==> src/rtl/split_pkg.sv <==
package split_pkg;
  localparam int SEC_LOG = 9;
  localparam int BLK_LOG = 12;

  localparam logic [7:0] OP_READ    = 8'hC0;
  localparam logic [7:0] OP_WRITE   = 8'h80;
  localparam logic [7:0] OP_DISCARD = 8'h70;

  typedef enum logic [1:0] {
    ST_IDLE = 2'd0,
    ST_RUN  = 2'd1,
    ST_LAST = 2'd2
  } split_state_e;
endpackage

==> src/rtl/split_cfg_check.sv <==
module split_cfg_check #(
  parameter int ADDR_W = 32,
  parameter int TL_W = 2,
  parameter int TLOG_MAX = 3,
  parameter int SL_W = 5
) (
  input  logic              clk,
  input  logic              rst,
  input  logic [ADDR_W-1:0] stripe_i,
  input  logic [TL_W-1:0]   tlog_i,
  output logic              err_o,
  output logic [SL_W-1:0]   slog_o,
  output logic [ADDR_W-1:0] smask_o,
  output logic [TL_W-1:0]   tlog_o
);
  logic            pow2;
  logic [SL_W-1:0] enc;

  always_comb begin
    pow2 = (stripe_i != '0) && ((stripe_i & (stripe_i - 1'b1)) == '0);
    enc = '0;
    for (int i = 0; i < ADDR_W; i++) begin
      if (stripe_i[i]) enc = SL_W'(i);
    end
  end

  always_ff @(posedge clk) begin
    if (rst) begin
      err_o   <= 1'b1;
      slog_o  <= '0;
      smask_o <= '0;
      tlog_o  <= '0;
    end else begin
      err_o   <= !pow2 || (int'(tlog_i) > TLOG_MAX);
      slog_o  <= enc;
      smask_o <= stripe_i - 1'b1;
      tlog_o  <= tlog_i;
    end
  end

  // an accepted configuration is a single set bit at the encoded position
  a_r10_log_matches: assert property (@(posedge clk) disable iff (rst)
    !err_o |-> ($past(stripe_i) == (ADDR_W'(1) << slog_o)));
endmodule

==> src/rtl/split_chunk_calc.sv <==
module split_chunk_calc
  import split_pkg::*;
#(
  parameter int ADDR_W = 32,
  parameter int LEN_W = 20,
  parameter int TGT_W = 3,
  parameter int TL_W = 2,
  parameter int SL_W = 5,
  parameter int LBA_W = ADDR_W - BLK_LOG
) (
  input  logic [ADDR_W-1:0] addr_i,
  input  logic [LEN_W-1:0]  remain_i,
  input  logic              discard_i,
  input  logic [SL_W-1:0]   slog_i,
  input  logic [ADDR_W-1:0] smask_i,
  input  logic [TL_W-1:0]   tlog_i,
  output logic [TGT_W-1:0]  target_o,
  output logic [LBA_W-1:0]  lblock_o,
  output logic [7:0]        subpage_o,
  output logic [BLK_LOG:0]  clen_o
);
  localparam logic [BLK_LOG:0] BLK_BYTES = (BLK_LOG+1)'(1) << BLK_LOG;

  logic [BLK_LOG:0]  off;
  logic [BLK_LOG:0]  room;
  logic [TGT_W:0]    tmask_full;
  logic [ADDR_W-1:0] tsel;
  logic [ADDR_W-1:0] folded;

  always_comb begin
    off  = discard_i ? '0 : {1'b0, addr_i[BLK_LOG-1:0]};
    room = BLK_BYTES - off;
    if (remain_i < LEN_W'(room)) clen_o = remain_i[BLK_LOG:0];
    else                         clen_o = room;

    tmask_full = ((TGT_W+1)'(1) << tlog_i) - 1'b1;
    tsel       = addr_i >> slog_i;
    target_o   = tsel[TGT_W-1:0] & tmask_full[TGT_W-1:0];

    folded   = ((addr_i >> tlog_i) & ~smask_i) | (addr_i & smask_i);
    lblock_o = folded[ADDR_W-1:BLK_LOG];

    if (discard_i) subpage_o = 8'h00;
    else subpage_o = {1'b0, clen_o[BLK_LOG-1:SEC_LOG], 1'b0, off[BLK_LOG-1:SEC_LOG]};
  end
endmodule

==> src/rtl/stripe_splitter.sv <==
module stripe_splitter
  import split_pkg::*;
#(
  parameter int ADDR_W = 32,
  parameter int LEN_W = 20,
  parameter int TLOG_MAX = 3,
  localparam int TL_W = $clog2(TLOG_MAX + 1),
  localparam int TGT_W = (TLOG_MAX > 0) ? TLOG_MAX : 1,
  localparam int SL_W = $clog2(ADDR_W),
  localparam int SECT_W = ADDR_W - SEC_LOG,
  localparam int LBA_W = ADDR_W - BLK_LOG
) (
  input  logic              clk,
  input  logic              rst,
  input  logic [ADDR_W-1:0] cfg_stripe_bytes,
  input  logic [TL_W-1:0]   cfg_tgt_log,
  output logic              cfg_err,
  input  logic              req_valid,
  output logic              req_ready,
  input  logic [SECT_W-1:0] req_sector,
  input  logic [LEN_W-1:0]  req_bytes,
  input  logic [1:0]        req_kind,
  output logic              cmd_valid,
  input  logic              cmd_ready,
  output logic [7:0]        cmd_opcode,
  output logic [TGT_W-1:0]  cmd_target,
  output logic [LBA_W-1:0]  cmd_lblock,
  output logic [7:0]        cmd_subpage,
  output logic              done
);
  logic              err_w;
  logic [SL_W-1:0]   slog_w;
  logic [ADDR_W-1:0] smask_w;
  logic [TL_W-1:0]   tlog_w;

  split_cfg_check #(
    .ADDR_W(ADDR_W), .TL_W(TL_W), .TLOG_MAX(TLOG_MAX), .SL_W(SL_W)
  ) u_cfg (
    .clk(clk), .rst(rst),
    .stripe_i(cfg_stripe_bytes), .tlog_i(cfg_tgt_log),
    .err_o(err_w), .slog_o(slog_w), .smask_o(smask_w), .tlog_o(tlog_w)
  );

  split_state_e      st_q;
  logic [ADDR_W-1:0] addr_q;
  logic [LEN_W-1:0]  rem_q;
  logic              disc_q;
  logic [7:0]        op_q;

  logic [TGT_W-1:0]  c_target;
  logic [LBA_W-1:0]  c_lblock;
  logic [7:0]        c_subpage;
  logic [BLK_LOG:0]  c_len;

  split_chunk_calc #(
    .ADDR_W(ADDR_W), .LEN_W(LEN_W), .TGT_W(TGT_W), .TL_W(TL_W),
    .SL_W(SL_W), .LBA_W(LBA_W)
  ) u_calc (
    .addr_i(addr_q), .remain_i(rem_q), .discard_i(disc_q),
    .slog_i(slog_w), .smask_i(smask_w), .tlog_i(tlog_w),
    .target_o(c_target), .lblock_o(c_lblock), .subpage_o(c_subpage), .clen_o(c_len)
  );

  logic load_ok;
  logic last_chunk;

  assign cfg_err    = err_w;
  assign req_ready  = (st_q == ST_IDLE) && !err_w;
  assign load_ok    = !cmd_valid || cmd_ready;
  assign last_chunk = (rem_q <= LEN_W'(c_len));

  always_ff @(posedge clk) begin
    if (rst) begin
      st_q        <= ST_IDLE;
      addr_q      <= '0;
      rem_q       <= '0;
      disc_q      <= 1'b0;
      op_q        <= OP_READ;
      cmd_valid   <= 1'b0;
      cmd_opcode  <= '0;
      cmd_target  <= '0;
      cmd_lblock  <= '0;
      cmd_subpage <= '0;
      done        <= 1'b0;
    end else begin
      done <= 1'b0;
      case (st_q)
        ST_IDLE: begin
          if (req_valid && req_ready) begin
            addr_q <= {req_sector, {SEC_LOG{1'b0}}};
            rem_q  <= req_bytes;
            disc_q <= req_kind[1];
            op_q   <= req_kind[1] ? OP_DISCARD : (req_kind[0] ? OP_WRITE : OP_READ);
            if (req_bytes == '0) done <= 1'b1;
            else                 st_q <= ST_RUN;
          end
        end
        ST_RUN: begin
          if (load_ok) begin
            cmd_valid   <= 1'b1;
            cmd_opcode  <= op_q;
            cmd_target  <= c_target;
            cmd_lblock  <= c_lblock;
            cmd_subpage <= c_subpage;
            addr_q      <= addr_q + ADDR_W'(c_len);
            rem_q       <= last_chunk ? '0 : rem_q - LEN_W'(c_len);
            if (last_chunk) st_q <= ST_LAST;
          end
        end
        ST_LAST: begin
          if (cmd_ready) begin
            cmd_valid <= 1'b0;
            done      <= 1'b1;
            st_q      <= ST_IDLE;
          end
        end
        default: st_q <= ST_IDLE;
      endcase
    end
  end

  // a stalled command keeps every field
  a_r8_hold_on_stall: assert property (@(posedge clk) disable iff (rst)
    (cmd_valid && !cmd_ready) |=> (cmd_valid && $stable(cmd_opcode) &&
      $stable(cmd_target) && $stable(cmd_lblock) && $stable(cmd_subpage)));

  // done follows a final handshake or an empty request
  a_r9_done_cause: assert property (@(posedge clk) disable iff (rst)
    done |-> ($past(cmd_valid && cmd_ready) ||
              $past(req_valid && req_ready && (req_bytes == '0))));

  // the two spare bits of the sub-page byte stay clear
  a_r5_spare_bits: assert property (@(posedge clk) disable iff (rst)
    cmd_valid |-> (!cmd_subpage[3] && !cmd_subpage[7]));

  // discard commands carry an empty sub-page byte
  a_r6_discard_subpage: assert property (@(posedge clk) disable iff (rst)
    (cmd_valid && (cmd_opcode == OP_DISCARD)) |-> (cmd_subpage == 8'h00));

  // a rejected configuration blocks intake
  a_r10_err_blocks: assert property (@(posedge clk) disable iff (rst)
    cfg_err |-> !req_ready);

  // no new request while a command is outstanding
  a_r11_busy_intake: assert property (@(posedge clk) disable iff (rst)
    cmd_valid |-> !req_ready);
endmodule

==> config.mk <==
export PLATFORM = sky130hd
export DESIGN_NAME = stripe_splitter
export DESIGN_NICKNAME = d
export VERILOG_FILES = /design/src/rtl/split_pkg.sv /design/src/rtl/split_cfg_check.sv /design/src/rtl/split_chunk_calc.sv /design/src/rtl/stripe_splitter.sv
export SDC_FILE = /design/constraint.sdc
export NUM_CORES = 1
export LEC_CHECK = 0
export ABC_AREA = 1
export BUFFER_PORTS_ARGS = -buffer_cell sky130_fd_sc_hd__clkbuf_2
export CAP_MARGIN = 20
export CELL_PAD_IN_SITES_DETAIL_PLACEMENT = 1
export CELL_PAD_IN_SITES_GLOBAL_PLACEMENT = 1
export CORE_AREA = 10 10 180 266
export DETAILED_ROUTE_END_ITERATION = 7
export DIE_AREA = 0 0 190 276
export PLACE_DENSITY = 0.58
export SYNTH_ARGS = -nofsm -noshare
export SYNTH_HDL_FRONTEND = slang
export SYNTH_HIERARCHICAL = 1
export SYNTH_SLANG_ARGS = --single-unit
export TNS_END_PERCENT = 20
==> constraint.sdc <==
create_clock -name clk -period 4.2 [get_ports clk]
set_input_delay 1.05 -clock clk [delete_from_list [all_inputs] [get_ports clk]]
set_output_delay 1.05 -clock clk [all_outputs]
set_load 0.1 [all_outputs]
### Word-level counts from Yosys, hierarchy flattened

Cells that the tools add are included.
W data, S select, Z words.

| operators by class | value |
|---|---|
| $add $sub $neg | 5 |
| multiply operators | 0 |
| divide/modulo/power cells | 0 |
| order comparisons | 2 |
| eq/ne operators | 7 |
| shift operators | 3 |
| mux-type cells | 56 |
| bitwise logic cells | 6 |
| reductions and logical operators | 18 |

Operator list:

| operator | count |
|---|---|
| $mux W5 | 30 |
| $and A32 B32 Y32 | 3 |
| $mux W32 | 2 |
| $pmux W32 S2 | 1 |
| $mux W20 | 3 |
| $pmux W20 S2 | 1 |
| $add A32 B13 Y32 | 1 |
| $logic_not A32 Y1 | 1 |
| $not A32 Y32 | 1 |
| $or A32 B32 Y32 | 1 |
| $reduce_bool A32 Y1 | 1 |
| $shr A32 B2 Y32 | 1 |
| $shr A32 B5 Y3 | 1 |
| $sub A32 B1 Y32 const B | 1 |
| $le A20 B13 Y1 | 1 |
| $logic_not A20 Y1 | 1 |
| $lt A20 B13 Y1 | 1 |
| $sub A20 B13 Y20 | 1 |
| $mux W7 | 2 |
| $mux W13 | 1 |
| $sub A13 B13 Y13 const A | 1 |
| $mux W12 | 1 |
| $mux W2 | 5 |
| $mux W8 | 1 |
| other kinds (18) | 34 |

| storage, ports and cells | value |
|---|---|
| bits in registers | 144 |
| latch bits | 0 |
| RAM bits | 0 |
| bits in read-only memories | 0 |
| input bits | 83 |
| output and inout port bits | 43 |
| memories kept | 0 |

### Logic depth before layout (Yosys ltp)

Gate-level depths: netlist of run 1.

| depth | value |
|---|---|
| word-level depth | 31 |
| mapped depth | 37 |
| gate-level depth less buffers | 35 |

### By module

The synthesis of run 1 kept the hierarchy.

By module, submodules not included:

| module | instances | cells an instance | area each (µm²) | seq. area each (µm²) |
|---|---|---|---|---|
| stripe_splitter | 1 | 970 | 6170.9 | 1861.8 |
| split_chunk_calc | 1 | 481 | 2290.9 | 0.0 |
| split_cfg_check | 1 | 294 | 2168.3 | 800.8 |

### Worst setup path before layout of run 1

Ideal clock, no wire load.

| timing path | value |
|---|---|
| kind | flip-flop to flip-flop |
| from | reg, netlist name op_q[5] |
| to | reg rem_q[1] |
| setup time | 0.122 ns |
| arrival time | 4.241 ns |
| slack | -0.163 ns |
| cell stages (with the launch flop) | 33 |
| path buffers | 3 |
| clock period less this slack | 4.363 ns |
| cells stage by stage | dfxtp_1 -> inv_2 -> buf_6 -> nand2_4 -> ha_1 -> inv_1 -> nor2_1 -> nand2_2 -> nor2_2 -> nand3_1 -> nor2_1 -> inv_1 -> ha_1 -> nor4_2 -> nand3_1 -> clkbuf_1 -> o21ai_0 -> ha_1 -> inv_1 -> fa_1 -> nand3_2 -> nand2_2 -> nand2_2 -> nand2_2 -> nand2_2 -> nand2_2 -> nand2_2 -> nand2_4 -> nand2_4 -> inv_6 -> buf_12 -> nand2_2 -> a21oi_2 |

RTL lines:

| what | RTL line | RTL |
|---|---|---|
| to (signal assigned) | stripe_splitter.sv:91 | `rem_q <= req_bytes;` |
| to (signal assigned) | stripe_splitter.sv:106 | `rem_q <= last_chunk ? '0 : rem_q - LEN_W'(c_len);` |
| to (decl) | stripe_splitter.sv:46 | `logic [LEN_W-1:0] rem_q;` |

==> key figures, run 1 <==
STA
  – Slew @ Worst Pin: 929 ps
  – Slew Limit Headroom: 0.375
  – Min Hold Slack: 479 ps
  – Minimum clock period: 4210 ps
  – Post-Route Skew: 9.10 ps
  – Hold Fails Final Rpt: 0
  – Max-slew violation count: 0
  – Period utilisation layout: 1.00
  – Setup violations, final: 6
  – Unrepaired setup endpoints after global routing: true
  – Post-route setup slack: -10.3 ps
  – Top achievable clock speed: 0.238 GHz

Place
  – Final HPWL DP: 37.7 mm
  – Pre-CTS setup slack: -368 ps
  – Port bufs: 121
  – GP Congestion: 0.900

Cells and area
  – Nets: 2129
  – Share of layout cells above drive strength 1: 0.288
  – Register area: 2430 sq um
  – Area growth syn-to-layout: 36.4%
  – Most common cell after layout, fill and taps aside: nand2_1
  – Fillers: 5482
  – Commonest non-fill, non-tap cells in the layout: nand2_1, nor2_1, inv_1, o21ai_0, buf_4
  – Area of the multi-input gates: 7590 sq um

Yosys
  – Mapped Cells: 1720
  – Synthesis Warnings: 6
  – Mean Syn Cell Area: 6.01 sq um
  – Synth Cell Area: 10300 sq um

Floorplan
  – Placeable core region: 42900 sq um
  – Row count: 93
  – Die area: 52400 sq um
  – Starting density of the core: 0.241
  – Die Wd: 190 um
  – Ports: 126
  – Die Span Y: 276 um

Run status
  – Violated checks: negative setup slack
  – Outcome: finished, violations left

Critical path
  – CP max FO: 8
  – Slowest Stage Delay on Critical Path: 400 ps
  – WS Path Type: reg2reg
  – Crit path DAT: 4550 ps
  – Cell mode on critical path: nand2_2
  – Kind of cell adding the most delay to the critical path: simple AND/OR/NAND/NOR gates
  – Crit path launch type: flop
  – CP Buf/Inv Count: 6
  – Crit-path slowest cell: dfxtp_4
  – Setup crit end kind: flop
  – Worst Path Required: 4540 ps

Global route
  – Pin count of the biggest net entering global routing: 53
  – Initial antenna violation count: 1
  – GR Overflow Total: 0
  – First-pass GRT wire length: 72.2 mm
  – Number of global-route vias before repair: 13000
  – GRT Resource Usage Total: 0.176

Clock network
  – CTS max path bufs: 2
  – CTS sink cnt: 121
  – Worst-path clk slew: 70 ps
  – Post-CTS Hold Fix Bufs: 0
  – Clock latency on the worst-skew pair: 450 ps
  – Root Buffer Master: clkbuf_16
  – CTS tree: built
  – Cts bufs inserted: 17
  – H-tree levels: 4

Detailed routing
  – Total wire length: 47.0 mm
  – First-pass iteration count of the detailed router: 4
  – Routed Antenna Nets: 0
  – Drt drc: 0
  – DR iter-0 viols: 436
  – Vias: 12100
  – Post-DR wirelength/cell: 18.4 um
  – Via/cell ratio: 4.74

Power and ir drop
  – Pwr dens: 206 nW/um^2
  – Total leakage power: 6.56 nW
  – Worst vdd ir: 305 uV

Run
  – Maxcap violations: 0

Hold path
  – Worst hold-check path type: reg2reg
-- power breakdown --
group / total (mW) / switching (mW) / internal (mW)
Sequential: 1.17 / 0.0130 / 1.16
Clock: 1.45 / 0.630 / 0.816
Combinational: 0.279 / 0.187 / 0.0929
Total: 2.90 / 0.830 / 2.07
-- worst min-delay path: stages (launching register included) --
cell     delay (ps)
dfxtp_1         320
nor2_1           50
nor2_1           80
-- worst paths after layout --
path                       start        endpoint  slack [ps]  cells after the start
setup / recovery         op_q[5]       rem_q[10]         -10                     34
hold / removal    cmd_subpage[3]  cmd_subpage[3]         480                      2
setup reg to reg         op_q[5]       rem_q[10]         -10                     34
hold reg to reg   cmd_subpage[3]  cmd_subpage[3]         480                      2
-- per-layer routing --
metal / vias up / track usage / share of wire
met2: 178 / 0.349 / 0.56
li1: 6040 / - / -
met4: 0 / 0.0981 / 0.054
met3: 73 / 0.0218 / 0.024
met5: - / 0 / 0
met1: 5827 / 0.166 / 0.36
-- sequential cells by signal, summed over array words and instances (netlist names), 2 cells and up --
name           cells
rem_q             20
cmd_opcode         3
cmd_target         3
st_q               2
op_q               3
addr_q            32
u_cfg/slog_o       5
cmd_subpage        8
u_cfg/smask_o     20
u_cfg/tlog_o       2
cmd_lblock        20
-- what timing repair did --
item	CTS	global route
setup buffers	3	11
pin swaps	8	56
resized for setup	70	156
cloned	3	1
endpoints found under the setup margin	51	51
-- through the flow --
stage / TNS [ps] / std cells / utilization / power [mW] / cell area [sq um]
final: -45.6 / 2557 / 0.329 / 2.90 / 14100
after global routing: -9870 / 2556 / 0.328 / 3.02 / 14100
after CTS: -19.0 / 2546 / 0.312 / 2.94 / 13400
after floorplan: 0 / 1724 / - / 1.37 / 10400
after detailed placement: -14700 / 2508 / 0.292 / 1.48 / 12500
after global placement: -6890 / 2508 / 0.292 / 1.48 / 12500
-- cell type report --
cell class	count	area share
diodes	1	0.000177
clock buffers	18	0.0304
clock inverters	14	0.00887
inverters	231	0.0629
multi-input cells	1311	0.538
flip-flops and latches	121	0.172
well taps	570	0.0506
repair buffers	290	0.136
repair inverters	1	0.00115
Note: power is estimated with default switching activity, not from simulation.
==> inputs of run 2 (changes only) <==
--- a/config.mk
+++ b/config.mk
@@ -11,9 +11,10 @@
 export CELL_PAD_IN_SITES_DETAIL_PLACEMENT = 1
 export CELL_PAD_IN_SITES_GLOBAL_PLACEMENT = 1
 export CORE_AREA = 10 10 180 266
+export CTS_CLUSTER_SIZE = 28
 export DETAILED_ROUTE_END_ITERATION = 7
 export DIE_AREA = 0 0 190 276
-export PLACE_DENSITY = 0.58
+export PLACE_DENSITY = 0.56
 export SYNTH_ARGS = -nofsm -noshare
 export SYNTH_HDL_FRONTEND = slang
 export SYNTH_HIERARCHICAL = 1
==> key figures, run 2 (synthesized netlist as in run 1, its figures left out) <==
STA
  – Setup violations, final: 20 (+14)
  – Post-route setup slack: -78.9 ps (-68.7 ps)
  – Period utilisation layout: 1.02 (+0.0163)
  – Slew @ Worst Pin: 768 ps (-161 ps)
  – Min Hold Slack: 484 ps (+4.69 ps)
  – Minimum clock period: 4280 ps (+68.7 ps)
  – Hold Fails Final Rpt: 0 (unchanged)
  – Unrepaired setup endpoints after global routing: true
  – Top achievable clock speed: 0.234 GHz (-1.6%)
  – Slew Limit Headroom: 0.484 (+0.108)
  – Post-Route Skew: 11.2 ps (+2.10 ps)
  – Max-slew violation count: 0 (unchanged)

Critical path
  – Crit path depth: 31 (-8.8%)
  – Crit path launch type: flop
  – Reg-to-Reg Start: op_q[5]
  – Worst Path Required: 4510 ps (-30 ps)
  – CP max FO: 8 (unchanged)
  – WS Path Type: reg2reg
  – Reg-to-reg endpoint: addr_q[22]
  – Cell mode on critical path: nand2_2
  – Slowest Stage Delay on Critical Path: 400 ps (about the same)
  – Worst R2R Path Depth: 31 (-8.8%)
  – CP Buf/Inv Count: 6 (unchanged)
  – R2R Setup Slk: -80 ps (-70 ps)
  – Kind of cell adding the most delay to the critical path: simple AND/OR/NAND/NOR gates
  – Crit-path slowest cell: dfxtp_4
  – Setup crit end kind: flop
  – Crit path DAT: 4590 ps (+40 ps)

Place
  – Final HPWL DP: 37.6 mm (-0.19%)
  – Port bufs: 121 (unchanged)
  – Placed insts: 2507 (-0.040%)
  – GP Congestion: 0.906 (+0.71%)

Clock network
  – H-tree levels: 4 (unchanged)
  – CTS sink cnt: 121 (unchanged)
  – Clock latency on the worst-skew pair: 450 ps (about the same)
  – CTS max path bufs: 2 (unchanged)
  – CTS tree: built
  – Cts bufs inserted: 17 (unchanged)
  – Root Buffer Master: clkbuf_16
  – Worst-path clk slew: 70 ps (about the same)
  – Post-CTS Hold Fix Bufs: 0 (unchanged)

Cells and area
  – Ant diodes: 0 (-1)
  – Nets: 2133 (+0.19%)
  – Fillers: 5501 (+0.35%)
  – Commonest non-fill, non-tap cells in the layout: nand2_1, nor2_1, inv_1, o21ai_0, buf_4
  – Largest reg by FF count: addr_q
  – Max reg flops: 32 (unchanged)
  – Share of layout cells above drive strength 1: 0.299 (+0.0120)
  – Most common cell after layout, fill and taps aside: nand2_1
  – Final non-filler cell total: 2560 (+0.12%)
  – Area growth syn-to-layout: 37.9%

Power and ir drop
  – Total leakage power: 6.62 nW (+0.89%)
  – Pwr dens: 202 nW/um^2 (-1.5%)
  – Worst vdd ir: 278 uV (-9.0%)

Floorplan
  – Row count: 93 (unchanged)
  – Placeable core region: 42900 sq um (unchanged)
  – Die Wd: 190 um (unchanged)
  – Die Span Y: 276 um (unchanged)
  – Starting density of the core: 0.241 (unchanged)
  – Ports: 126 (unchanged)
  – Die area: 52400 sq um (unchanged)

Run
  – Maxcap violations: 0 (unchanged)

Global route
  – GRT Resource Usage Total: 0.172 (-0.00336)
  – Initial antenna violation count: 2 (+1)
  – First-pass GRT wire length: 70.8 mm (-1.9%)
  – M2 GR Usage: 0.346 (-0.00335)
  – Met3 Usage GRT: 0.0194 (-0.00239)
  – Busiest grt layer: met2
  – GR Overflow Total: 0 (unchanged)
  – Pin count of the biggest net entering global routing: 40 (-25%)
  – Met1 usage: 0.165 (-0.000768)
  – Number of global-route vias before repair: 12700 (-2.5%)

Detailed routing
  – Drt drc: 0 (unchanged)
  – DR iter-0 viols: 458 (+5.0%)
  – Post-DR wirelength/cell: 18.3 um (-0.19%)
  – Via/cell ratio: 4.71 (-0.51%)
  – Routed Antenna Nets: 0 (unchanged)
  – First-pass iteration count of the detailed router: 5 (+1)
  – Vias: 12100 (-0.40%)
  – Total wire length: 46.9 mm (about the same)

Hold path
  – Hold Path Sink: cmd_subpage[0]
  – Worst hold-check path type: reg2reg
  – WHS Path Cells: 2 (unchanged)
  – Hold Startpoint: cmd_subpage[0]

Run status
  – Violated checks: negative setup slack
  – Outcome: finished, violations left
## run 2: cell types whose count changed in the layout (fill, tap and decap cells not counted), moves of 5 or more
cell / before / now
a21oi_1: 96 / 88
a21oi_2: 28 / 36
buf_6: 5 / 10
nand2_2: 67 / 62
## run 2: how the worst max path moves through the flow
stage,startpoint,to,slack (ps)
after CTS,addr_q[0],addr_q[14],-8
after global routing,op_q[5],rem_q[11],-340
final,op_q[5],addr_q[22],-80
after floorplan,op_q[5],rem_q[1],7
after detailed placement,addr_q[0],rem_q[9],-460
after global placement,addr_q[0],rem_q[12],-390
## run 2: per-layer routing
layer  wire length (um)  share of wire  up-vias
met1              17000           0.36     5763
met4               2460          0.052        2
met5                  9        0.00019        -
met3                917          0.020       77
li1                   -              -     6056
met2              26600           0.57      172
## run 2: metrics by stage
stage          setup slack (ps)   util  setup TNS (ps)  total power, mW  area, sq um
6_report                  -78.9  0.332            -728             2.89        14300
5_1_grt                    -344  0.332          -10660             3.01        14300
4_1_cts                   -7.71  0.311           -10.1             2.93        13400
3_5_place_dp               -459  0.292          -19090             1.48        12500
3_3_place_gp               -386  0.292          -13310             1.48        12500
2_1_floorplan              7.12      -               0             1.37        10400
## run 2: layout make-up
class,count,area (sq um),area share
multi-input cells,1311,7720,0.542
flip-flops and latches,121,2430,0.170
repair buffers,294,1950,0.137
inverters,231,888,0.0623
well taps,570,713,0.0500
clock buffers,18,429,0.0301
clock inverters,14,115,0.00807
repair inverters,1,11.3,0.000790
## run 2: worst register-to-register path, delay by kind of cell, from the launching register on
| kind | cells | cell delay [ps] |
|---|---|---|
| adder cells (fa/ha/maj) | 4 | 840 |
| AO/OA/AOI/OAI | 3 | 310 |
| flip-flops | 1 | 400 |
| AND/OR/NAND/NOR | 18 | 2030 |
| buffers and inverters | 6 | 570 |
## run 2: where the power goes
group	switching [mW]	internal (mW)	leakage, nW	total, mW
Combinational	0.188	0.0935	5.39	0.282
Sequential	0.0126	1.16	0.984	1.17
Clock	0.666	0.766	0.252	1.43
Total	0.867	2.02	6.62	2.89
## run 2: repair_timing
item                                    CTS  global route
endpoints found under the setup margin   51            51
pin swaps                                14            68
cloned                                    2             0
setup buffers                             2            17
resized for setup                        72           176
